==> src/rtl/rx_ring_pkg.sv <==
package rx_ring_pkg;

  typedef enum logic [2:0] {
    S_IDLE,
    S_COLLECT,
    S_DECIDE,
    S_FLUSH,
    S_STREAM,
    S_PAD,
    S_HDR,
    S_DROP
  } rxr_state_e;

  localparam int unsigned DEST_BYTES  = 6;
  localparam int unsigned HDR_BYTES   = 4;
  localparam logic [7:0]  REC_OK      = 8'h01;

  localparam int unsigned MODE_ALL    = 4;
  localparam int unsigned MODE_BCAST  = 2;
  localparam int unsigned MODE_GROUP  = 3;

  localparam logic [1:0]  SEL_FIRST   = 2'd0;
  localparam logic [1:0]  SEL_LIMIT   = 2'd1;
  localparam logic [1:0]  SEL_CUR     = 2'd2;

endpackage

==> src/rtl/rx_ring_filter.sv <==
module rx_ring_filter
  import rx_ring_pkg::*;
#(
  parameter int unsigned NB = DEST_BYTES
) (
  input  logic [8*NB-1:0] dest,
  input  logic [8*NB-1:0] station,
  input  logic [7:0]      mode,
  output logic            keep
);

  logic [NB-1:0] byte_eq;
  logic [NB-1:0] byte_ff;
  logic          unused_mode;

  assign unused_mode = ^{mode[7:5], mode[1:0]};

  generate
    for (genvar g = 0; g < NB; g++) begin : g_cmp
      assign byte_eq[g] = (dest[8*g +: 8] == station[8*g +: 8]);
      assign byte_ff[g] = &dest[8*g +: 8];
    end
  endgenerate

  always_comb begin
    if (mode[MODE_ALL]) begin
      keep = 1'b1;
    end else if (mode[MODE_BCAST] && (&byte_ff)) begin
      keep = 1'b1;
    end else if (mode[MODE_GROUP] && dest[0]) begin
      keep = 1'b0;
    end else begin
      keep = &byte_eq;
    end
  end

endmodule

==> src/rtl/rx_ring_nextpg.sv <==
module rx_ring_nextpg #(
  parameter int unsigned PG_W  = 8,
  parameter int unsigned LEN_W = 16
) (
  input  logic [PG_W-1:0]  base_pg,
  input  logic [PG_W-1:0]  first_pg,
  input  logic [PG_W-1:0]  limit_pg,
  input  logic [LEN_W-1:0] rec_len,
  output logic [PG_W-1:0]  next_pg
);

  localparam int unsigned W = LEN_W + PG_W + 1;

  logic [W-1:0] raw;
  logic [W-1:0] span;

  assign raw  = W'(base_pg) + W'(1) + W'(rec_len >> 8);
  assign span = W'(limit_pg) - W'(first_pg);

  always_comb begin
    if (raw >= W'(limit_pg)) next_pg = PG_W'(raw - span);
    else                     next_pg = PG_W'(raw);
  end

endmodule

==> src/rtl/rx_ring_addr.sv <==
module rx_ring_addr #(
  parameter int unsigned PG_W = 8
) (
  input  logic [PG_W+7:0] addr,
  input  logic [PG_W-1:0] first_pg,
  input  logic [PG_W-1:0] limit_pg,
  output logic [PG_W+7:0] addr_next
);

  logic [PG_W+7:0] bump;

  assign bump = addr + (PG_W+8)'(1);

  always_comb begin
    if (bump[PG_W+7:8] >= limit_pg) addr_next = {first_pg, 8'h00};
    else                            addr_next = bump;
  end

endmodule

==> src/rtl/rx_ring_writer.sv <==
module rx_ring_writer
  import rx_ring_pkg::*;
#(
  parameter int unsigned PG_W      = 8,
  parameter int unsigned LEN_W     = 16,
  parameter int unsigned MIN_FRAME = 60,
  parameter int unsigned FIRST_RST = 'h40,
  parameter int unsigned LIMIT_RST = 'h80,
  parameter int unsigned CUR_RST   = 'h4C
) (
  input  logic                    clk,
  input  logic                    rst,
  input  logic                    in_valid,
  input  logic                    in_sof,
  input  logic                    in_eof,
  input  logic [7:0]              in_data,
  output logic                    in_ready,
  input  logic                    rx_stop,
  input  logic [7:0]              rx_mode,
  input  logic [8*DEST_BYTES-1:0] station_addr,
  input  logic                    cfg_we,
  input  logic [1:0]              cfg_sel,
  input  logic [PG_W-1:0]         cfg_wdata,
  output logic                    mem_we,
  output logic [PG_W+7:0]         mem_addr,
  output logic [7:0]              mem_wdata,
  output logic [PG_W-1:0]         cur_page,
  output logic                    rx_done
);

  localparam int unsigned AW = PG_W + 8;
  localparam logic [2:0]  LAST_STAGE = 3'(DEST_BYTES - 1);

  rxr_state_e              st;
  logic [PG_W-1:0]         first_pg, limit_pg, frame_pg;
  logic [AW-1:0]           wptr, wptr_next;
  logic [LEN_W-1:0]        cnt, rec_len;
  logic [2:0]              idx;
  logic                    eof_seen;
  logic [8*DEST_BYTES-1:0] stage;
  logic                    keep;
  logic [PG_W-1:0]         next_pg;
  logic                    take;

  assign in_ready = (st == S_IDLE) || (st == S_COLLECT) ||
                    (st == S_STREAM) || (st == S_DROP);
  assign take     = in_valid && in_ready;
  assign rec_len  = cnt + LEN_W'(HDR_BYTES);

  rx_ring_filter #(.NB(DEST_BYTES)) u_filter (
    .dest    (stage),
    .station (station_addr),
    .mode    (rx_mode),
    .keep    (keep)
  );

  rx_ring_nextpg #(.PG_W(PG_W), .LEN_W(LEN_W)) u_nextpg (
    .base_pg  (frame_pg),
    .first_pg (first_pg),
    .limit_pg (limit_pg),
    .rec_len  (rec_len),
    .next_pg  (next_pg)
  );

  rx_ring_addr #(.PG_W(PG_W)) u_addr (
    .addr      (wptr),
    .first_pg  (first_pg),
    .limit_pg  (limit_pg),
    .addr_next (wptr_next)
  );

  always_ff @(posedge clk) begin
    if (rst) begin
      st        <= S_IDLE;
      first_pg  <= PG_W'(FIRST_RST);
      limit_pg  <= PG_W'(LIMIT_RST);
      cur_page  <= PG_W'(CUR_RST);
      frame_pg  <= PG_W'(CUR_RST);
      wptr      <= '0;
      cnt       <= '0;
      idx       <= '0;
      eof_seen  <= 1'b0;
      stage     <= '0;
      mem_we    <= 1'b0;
      mem_addr  <= '0;
      mem_wdata <= '0;
      rx_done   <= 1'b0;
    end else begin
      mem_we  <= 1'b0;
      rx_done <= 1'b0;

      if (cfg_we) begin
        case (cfg_sel)
          SEL_FIRST: first_pg <= cfg_wdata;
          SEL_LIMIT: limit_pg <= cfg_wdata;
          SEL_CUR:   cur_page <= cfg_wdata;
          default: ;
        endcase
      end

      case (st)
        S_IDLE: begin
          if (take && in_sof) begin
            frame_pg <= cur_page;
            wptr     <= {cur_page, 8'h04};
            eof_seen <= 1'b0;
            if (rx_stop) begin
              st <= in_eof ? S_IDLE : S_DROP;
            end else begin
              stage[7:0] <= in_data;
              cnt        <= LEN_W'(1);
              st         <= in_eof ? S_IDLE : S_COLLECT;
            end
          end
        end
        S_COLLECT: begin
          if (take) begin
            stage[{cnt[2:0], 3'b000} +: 8] <= in_data;
            cnt <= cnt + LEN_W'(1);
            if (cnt[2:0] == LAST_STAGE) begin
              st       <= S_DECIDE;
              eof_seen <= in_eof;
            end else if (in_eof) begin
              st <= S_IDLE;
            end
          end
        end
        S_DECIDE: begin
          idx <= '0;
          if (keep)          st <= S_FLUSH;
          else if (eof_seen) st <= S_IDLE;
          else               st <= S_DROP;
        end
        S_FLUSH: begin
          mem_we    <= 1'b1;
          mem_addr  <= wptr;
          mem_wdata <= stage[{idx, 3'b000} +: 8];
          wptr      <= wptr_next;
          idx       <= idx + 3'd1;
          if (idx == LAST_STAGE) st <= eof_seen ? S_PAD : S_STREAM;
        end
        S_STREAM: begin
          if (take) begin
            mem_we    <= 1'b1;
            mem_addr  <= wptr;
            mem_wdata <= in_data;
            wptr      <= wptr_next;
            cnt       <= cnt + LEN_W'(1);
            if (in_eof) st <= S_PAD;
          end
        end
        S_PAD: begin
          if (cnt < LEN_W'(MIN_FRAME)) begin
            mem_we    <= 1'b1;
            mem_addr  <= wptr;
            mem_wdata <= 8'h00;
            wptr      <= wptr_next;
            cnt       <= cnt + LEN_W'(1);
          end else begin
            st  <= S_HDR;
            idx <= '0;
          end
        end
        S_HDR: begin
          mem_we   <= 1'b1;
          mem_addr <= {frame_pg, 6'd0, idx[1:0]};
          case (idx[1:0])
            2'd0:    mem_wdata <= REC_OK;
            2'd1:    mem_wdata <= 8'(next_pg);
            2'd2:    mem_wdata <= rec_len[7:0];
            default: mem_wdata <= 8'(rec_len >> 8);
          endcase
          idx <= idx + 3'd1;
          if (idx[1:0] == 2'd3) begin
            cur_page <= next_pg;
            rx_done  <= 1'b1;
            st       <= S_IDLE;
          end
        end
        S_DROP: begin
          if (take && in_eof) st <= S_IDLE;
        end
        default: st <= S_IDLE;
      endcase
    end
  end

  logic ring_ok;
  assign ring_ok = (first_pg < limit_pg) && (frame_pg >= first_pg) &&
                   (frame_pg < limit_pg);

  // every buffer write of a record in a sane ring lands inside the ring
  a_r5_addr_in_ring: assert property (@(posedge clk) disable iff (rst)
    (mem_we && ring_ok) |->
      (mem_addr[AW-1:8] >= first_pg && mem_addr[AW-1:8] < limit_pg));

  // the done event lasts a single cycle
  a_r6_done_pulse: assert property (@(posedge clk) disable iff (rst)
    rx_done |=> !rx_done);

  // the first header write is the status code at the page base
  a_r2_status_first: assert property (@(posedge clk) disable iff (rst)
    (st == S_HDR && idx == 3'd0) |=>
      (mem_we && mem_wdata == REC_OK && mem_addr[7:0] == 8'h00));

  // a pad cycle writes a zero byte
  a_r4_pad_zero: assert property (@(posedge clk) disable iff (rst)
    (st == S_PAD && cnt < LEN_W'(MIN_FRAME)) |=> (mem_we && mem_wdata == 8'h00));

  // a frame being discarded causes no buffer write
  a_r10_drop_quiet: assert property (@(posedge clk) disable iff (rst)
    (st == S_DROP) |=> !mem_we);

endmodule

==> config.mk <==
export PLATFORM = sky130hd
export DESIGN_NAME = rx_ring_writer
export DESIGN_NICKNAME = d
export VERILOG_FILES = /design/src/rtl/rx_ring_pkg.sv /design/src/rtl/rx_ring_filter.sv /design/src/rtl/rx_ring_nextpg.sv /design/src/rtl/rx_ring_addr.sv /design/src/rtl/rx_ring_writer.sv
export SDC_FILE = /design/constraint.sdc
export NUM_CORES = 1
export LEC_CHECK = 0
export CAP_MARGIN = 10
export CORE_ASPECT_RATIO = 0.8
export CORE_MARGIN = 3
export CORE_UTILIZATION = 35
export CTS_CLUSTER_DIAMETER = 50
export DETAILED_ROUTE_END_ITERATION = 16
export GPL_TIMING_DRIVEN = 0
export MAX_ROUTING_LAYER = met4
export PLACE_DENSITY = 0.61
export SKIP_LAST_GASP = 1
export SYNTH_ARGS = -nofsm -noshare
export SYNTH_HDL_FRONTEND = slang
export SYNTH_SLANG_ARGS = --single-unit
==> constraint.sdc <==
create_clock -name clk -period 5.25 [get_ports clk]
set_input_delay 0.525 -clock clk [delete_from_list [all_inputs] [get_ports clk]]
set_output_delay 0.525 -clock clk [all_outputs]
set_load 0.02 [all_outputs]
==> out/metrics.yaml, run 1 <==
status: "finished clean"
route.detailed.drc: 0
netlist_instances: 1080
vias: 8566
rows: 52
max-cap-violations: 0
slowest_delay_ns: 0.48
placed_area_um2: 10700
nNetsFinal: 1341
synth_area_um2: 9160
crit_buf_inv: 1
first_pass_iters: 5
place_ws_ns: -0.200
dieWidth_um: 187
gp_congestion: 0.988
layout_setup_ws_ns: 0.211
yosysMostFrequentCell: "dfxtp_1"
min_path_type: "register to register"
grt_overflow_total: 0
wl_per_cell_um: 19.7
synth.distinct_cells: 73
first_global_vias: 7976
rsz0062_at_grt: "no"
max_freq_ghz: 0.198
synth_mux_area_share_pct: 11.8
cp_slowest_cell: "fa_1"
ys_seq_area_share_pct: 31.7
fin_skew_ns: 0.0140
synth_top_family_by_area: "simple AND/OR/NAND/NOR gates"
viasPerCell: 5.44
clock-root-buffer: "clkbuf_16"
die_y_um: 151
h-tree-depth: 4
hold_viol: 0
setup_viol: 0
r2r_slack_ns: 0.21
synth_warnings: 0
fin_area_um2: 11400
synth_fa_ha_area_share_pct: 7.59
synth.area.top_cells: "dfxtp_1, mux2i_1, xnor2_1"
fp.coreArea_um2: 25500
critPathArrivalTime_ns: 5.35
synth_flop_cell: "dfxtp_1"
p_leak_nw: 4.03
crit_path_cell_trace: "ha_4 > and4_4 > nand2_1 > xor2_2 > ha_2 > inv_1 > fa_1 > nand3_1 > nand2_1 > a21oi_1 > o21a_1 > xnor2_2 > fa_1 > ha_1 > or3_1 > a31o_2 > a22oi_2 > xor2_2 > a221oi_1 > a2111oi_2"
period_needed_ns: 5.04
slew-limit-headroom_pct: 25.7
synth_top_area_share_pct: 31.7
cts_buffer_depth: 2
report.final.slew_viol_count: 0
grt_pass1_wl_mm: 47.3
portBuffers: 108
synth_top_cells_by_count: "dfxtp_1, nor2_1, nand2_1"
power-per-cell-area_nw_per_um2: 331
avgSynthCellArea_um2: 8.48
synthSimpleGateAreaFrac_pct: 20.6
nFillCells: 2536
start_kind: "register"
cts_tree: "built"
synth_edf_count: 0
worstSkewPairLatency_ns: 0.43
drive_gt1_share_pct: 8.75
routed_wl_mm: 31.0
critical_path.top_delay_family: "adder cells"
tns_ns: 0
post-route-period-util_pct: 96.0
fin_util_pct: 44.8
synth_compound_area_share_pct: 14.6
num_antenna_cells: 0
p_total_w: 0.00378
synth_nets: 1211
area_growth_pct: 24.8
cts_inserted_buffers: 17
num_io_pins: 116
end_kind: "register"
worst-path-max-fanout: 7
async_flop_share_pct: 0
clkTransAtPathRegs_ns: 0.06
antenna_found_initial: 0
start_util_pct: 35.9
grtUsageTotal_pct: 22.5
ctsHoldBuffers: 0
vdd_drop_max_mv: 0.226
synth-xor-area-share_pct: 9.37
yosys.area.top_type: "dfxtp_1"
cts.sinks: 145
grt_max_degree: 17
dieArea_um2: 28200
hpwl_mm: 24.4
ys_seq_elements: 145
ant_nets: 0
max_slew.worst_pin.slew_ns: 1.11
path_class: "register to register"
cp.required_ns: 5.56
drtIter0Drc: 911
==> final timing paths <==
| path | cells after the start | startpoint | endpoint |
|---|---|---|---|
| setup / recovery | 20 | cnt[2] | mem_wdata[7] |
| hold / removal | 2 | mem_addr[2] | mem_addr[2] |
| setup reg to reg | 20 | cnt[2] | mem_wdata[7] |
| hold reg to reg | 2 | mem_addr[2] | mem_addr[2] |
==> where the power goes <==
part	switching [W]	internal, W	total, W	leakage [nW]
sequential	0.000101	0.00119	0.00129	1.18
combinational	0.000710	0.000452	0.00116	2.54
clock	0.000501	0.000824	0.00132	0.307
total	0.00131	0.00247	0.00378	4.03
==> cells by family (layout without fill, tap and decap cells) <==
logic type / Yosys count / in the layout
mux: 98 / 98
simple gates: 387 / 387
xor+xnor: 98 / 98
buf+inv: 96 / 239
flops: 145 / 145
compound gates: 205 / 205
fa+ha+maj: 51 / 51
==> worst register-to-register path: stages, from the launching register on <==
cell	delay, ns
dfxtp_4	0.40
ha_4	0.16
and4_4	0.24
nand2_1	0.10
xor2_2	0.21
ha_2	0.22
inv_1	0.05
fa_1	0.41
nand3_1	0.14
nand2_1	0.09
a21oi_1	0.17
o21a_1	0.18
xnor2_2	0.16
fa_1	0.48
ha_1	0.25
or3_1	0.40
a31o_2	0.25
a22oi_2	0.18
xor2_2	0.27
a221oi_1	0.17
a2111oi_2	0.39
==> flip-flops by register name, indices dropped and copies added, names as in the netlist <==
name / cells
stage: 48
eof_seen: 1
rx_done: 1
mem_addr: 16
cnt: 16
frame_pg: 8
limit_pg: 8
mem_wdata: 8
st: 3
mem_we: 1
wptr: 16
first_pg: 8
cur_page: 8
idx: 3
==> layout by cell type (no fill, tap or decap), types with 6 or more instances in the layout <==
cell             Yosys  layout
mux2i_1             87      87
o211ai_1             7       7
o21ai_0             41      41
fa_1                 8       8
o21a_1               6       6
clkbuf_16            0      17
or3b_2               8       8
clkdlybuf4s50_1      0     108
nor2_1             137     134
nor3_1              15      14
a31oi_1              9       9
or3_1                8       8
clkbuf_1            42      42
nand2_1             90      90
nand3_1             37      37
dfxtp_1            145     142
xnor2_1             73      72
buf_2                9       9
mux4_2               8       8
inv_1               36      36
nor2b_1              6       6
nor2_2               5       8
ha_1                42      40
xor2_1              25      21
and3_1               8       8
nand4_1             31      31
a311oi_1            21      21
a21oi_1             70      70
nor4_1              10      10
==> cell type report <==
| type | instances | area (um^2) | share of cell area [%] |
|---|---|---|---|
| Timing Repair Buffer | 112 | 1110 | 9.72 |
| Multi-Input combinational cell | 839 | 5940 | 52.0 |
| Inverter | 37 | 139 | 1.21 |
| Buffer | 58 | 255 | 2.23 |
| Tap cell | 351 | 439 | 3.84 |
| Clock buffer | 20 | 457 | 3.99 |
| Clock inverter | 12 | 180 | 1.58 |
| Sequential cell | 145 | 2910 | 25.4 |
==> metrics by stage <==
step	hold WS [ns]	std cells
after floorplan	0.463	1080
after global placement	0.444	1539
after detailed placement	0.450	1539
after CTS	0.462	1572
after global routing	0.484	1574
final	0.455	1574
==> repair_timing <==
| action | CTS | global route |
|---|---|---|
| hold endpoints to repair | 0 | 0 |
| resized for setup | 3 | 16 |
| setup endpoints to repair | 1 | 6 |
| pin swaps | 1 | 6 |
| setup buffers | 1 | 3 |
==> metal layers <==
metal	share of wire [%]	vias up	track usage, %
met4	1.1	0	4.46
li1	-	4120	-
met2	43	307	32.1
met1	49	4114	32.5
met3	7.7	25	5.00
met5	0	-	-
(Power assumes the default switching activity.)
==> run 2: changes to the inputs <==
--- a/config.mk
+++ b/config.mk
@@ -12,6 +12,7 @@
 export CTS_CLUSTER_DIAMETER = 50
 export DETAILED_ROUTE_END_ITERATION = 16
 export GPL_TIMING_DRIVEN = 0
+export HOLD_SLACK_MARGIN = 0.05
 export MAX_ROUTING_LAYER = met4
 export PLACE_DENSITY = 0.61
 export SKIP_LAST_GASP = 1
==> results of run 2 <==
Final layout, timing and power as in run 1 (identical DEF).
==> run 3: changes to the inputs <==
--- a/config.mk
+++ b/config.mk
@@ -8,13 +8,13 @@
 export CAP_MARGIN = 10
 export CORE_ASPECT_RATIO = 0.8
 export CORE_MARGIN = 3
-export CORE_UTILIZATION = 35
+export CORE_UTILIZATION = 44
 export CTS_CLUSTER_DIAMETER = 50
 export DETAILED_ROUTE_END_ITERATION = 16
 export GPL_TIMING_DRIVEN = 0
 export HOLD_SLACK_MARGIN = 0.05
 export MAX_ROUTING_LAYER = met4
-export PLACE_DENSITY = 0.61
+export PLACE_DENSITY = 0.72
 export SKIP_LAST_GASP = 1
 export SYNTH_ARGS = -nofsm -noshare
 export SYNTH_HDL_FRONTEND = slang
==> constraint.sdc (replaced) <==
create_clock -name clk -period 6.3 [get_ports clk]
set_input_delay 0.63 -clock clk [delete_from_list [all_inputs] [get_ports clk]]
set_output_delay 0.63 -clock clk [all_outputs]
set_load 0.02 [all_outputs]
==> out/metrics.yaml, run 3 (synthesized netlist as in run 1, its figures left out) <==
ctsHoldBuffers: 0  # unchanged
grtUsageTotal_pct: 27.4  # +4.9 points
route.detailed.drc: 0  # unchanged
rsz0062_at_grt: "no"
placed_cells: 1452  # -5.7%
crit_cells: 20  # unchanged
top_register: "stage"
hold_viol: 0  # unchanged
drive_gt1_share_pct: 6.89  # -1.9 points
hp-start: "mem_addr[7]"
worst-path-max-fanout: 7  # unchanged
dieArea_um2: 22600  # -20%
setup_viol: 0  # unchanged
max_freq_ghz: 0.182  # -8.1%
drtIter0Drc: 1078  # +18%
period_needed_ns: 5.48  # +0.444 ns
final_common_cell: "dfxtp_1"
cts_setup_buffers: 0  # -1
hpwl_mm: 24.1  # -1.6%
first_pass_iters: 6  # +1
p_total_w: 0.00310  # -18%
clock-root-buffer: "clkbuf_16"
antenna_found_initial: 0  # unchanged
cts_inserted_buffers: 17  # unchanged
cp_common_cell: "ha_1"
worstSkewPairLatency_ns: 0.44  # about the same
area_growth_pct: 21.9
ant_nets: 0  # unchanged
cts.sinks: 145  # unchanged
fin_hold_ws_ns: 0.461  # +0.00555 ns
post-route-period-util_pct: 87.0  # -9.0 points
nFillCells: 1887  # -26%
grt_util_met3_pct: 8.55  # +3.5 points
final_cell_mix: "dfxtp_1, nor2_1, clkdlybuf4s50_1"
die_y_um: 135  # -10%
nNetsFinal: 1338  # -0.22%
cp.required_ns: 6.62  # +1.06 ns
first_global_vias: 8110  # +1.7%
critPathArrivalTime_ns: 5.81  # +0.46 ns
min_path_type: "register to register"
finalNonFillerCells: 1484  # -5.7%
hold_depth: 2  # unchanged
use_met1_pct: 40.1  # +7.6 points
grt_overflow_total: 0  # unchanged
crit_buf_inv: 1  # unchanged
clkTransAtPathRegs_ns: 0.06  # about the same
vias: 8830  # +3.1%
ctsResizeCount: 0  # -3
gp_congestion: 0.987  # about the same
cts_tree: "built"
wl_per_cell_um: 20.8  # +5.3%
grt_pass1_wl_mm: 46.7  # -1.2%
status: "finished clean"
start_kind: "register"
path_class: "register to register"
start_util_pct: 45.5  # +9.6 points
rows: 46  # -12%
cts_buffer_depth: 2  # unchanged
crit_path_cell_trace: "ha_1 > and4_1 > nand2_1 > xor2_1 > ha_1 > inv_1 > fa_1 > nand3_1 > nand2_1 > a21oi_1 > o21a_1 > xnor2_1 > fa_1 > ha_1 > or3_1 > a31o_2 > a22oi_2 > xor2_1 > a221oi_1 > a2111oi_2"
dieWidth_um: 167  # -10%
fin_skew_ns: 0.0107  # -0.00336 ns
slowest_delay_ns: 0.50  # +0.02 ns
max-cap-violations: 0  # unchanged
slew-limit-headroom_pct: 20.0  # -5.8 points
r2r_slack_ns: 0.82  # +0.61 ns
fp.coreArea_um2: 20100  # -21%
timing.rr.start: "cnt[2]"
startpoint: "cnt[2]"
p_leak_nw: 3.97  # -1.4%
report.final.slew_viol_count: 0  # unchanged
cp_slowest_cell: "fa_1"
rr_endpoint: "mem_wdata[7]"
met2_usage_pct: 37.2  # +5.1 points
power-per-cell-area_nw_per_um2: 278  # -16%
largest_register_ffs: 48  # unchanged
portBuffers: 108  # unchanged
h-tree-depth: 4  # unchanged
grt_max_degree: 17  # unchanged
r2r_cells: 20  # unchanged
vdd_drop_max_mv: 0.164  # -28%
routed_wl_mm: 30.8  # -0.71%
num_antenna_cells: 0  # unchanged
max_slew.worst_pin.slew_ns: 1.20  # +0.0862 ns
tns_ns: 0  # unchanged
viasPerCell: 5.95  # +9.3%
end_kind: "register"
num_io_pins: 116  # unchanged
top_usage_layer: "met1"
endpoint: "mem_wdata[7]"
fin_util_pct: 55.5  # +11 points
critical_path.top_delay_family: "adder cells"
## run 3: cell types whose count changed in the layout (fill, tap and decap cells not counted), moves of 2 or more
cell,before,now
buf_4,5,1
clkbuf_1,42,45
clkbuf_8,2,0
clkinvlp_4,2,4
dfxtp_1,142,145
dfxtp_2,2,0
ha_1,40,42
nor2_1,134,137
nor2_2,8,5
o2111ai_1,1,3
o2111ai_2,2,0
xor2_1,21,25
xor2_2,4,0
## run 3: routing by layer
layer / wire length, um / vias up / part of all wire [%]
met5: 0 / - / 0
met4: 318 / 0 / 1.0
met3: 3520 / 35 / 11
met2: 12600 / 485 / 41
met1: 14400 / 4200 / 47
li1: - / 4110 / -
## run 3: worst min path at each step
stage	to
global placement	mem_addr[7]
finish	mem_addr[7]
floorplan	limit_pg[1]
CTS	mem_addr[7]
global route	mem_addr[3]
detailed placement	mem_addr[3]
## run 3: final cells by class
cell class	count	area, um^2	area share, %
multi-input cells	839	5860	52.5
flip-flops and latches	145	2900	26.0
repair buffers	108	1080	9.68
clock buffers	20	437	3.91
well taps	264	330	2.96
plain buffers	59	259	2.32
clock inverters	12	160	1.43
inverters	37	139	1.24
## run 3: worst register-to-register path: cells and delay by family, from the launching register on
| kind | cells | cell delay, ns |
|---|---|---|
| simple gates | 5 | 1.04 |
| flops | 1 | 0.46 |
| fa+ha+maj | 5 | 1.69 |
| buf+inv | 1 | 0.06 |
| xor+xnor | 3 | 0.93 |
| compound gates | 6 | 1.17 |
## run 3: through the flow
stage	area [um^2]	worst slack, ns
2_1_floorplan	9160	1.82
3_3_place_gp	10600	0.951
3_5_place_dp	10600	0.990
4_1_cts	11200	0.953
5_1_grt	11200	0.649
6_report	11200	0.817
## run 3: where the power goes
part,internal (W),leakage (nW),switching [W]
Sequential,0.000994,1.17,0.0000840
Clock,0.000625,0.277,0.000425
Combinational,0.000376,2.52,0.000599
Total,0.00199,3.97,0.00111
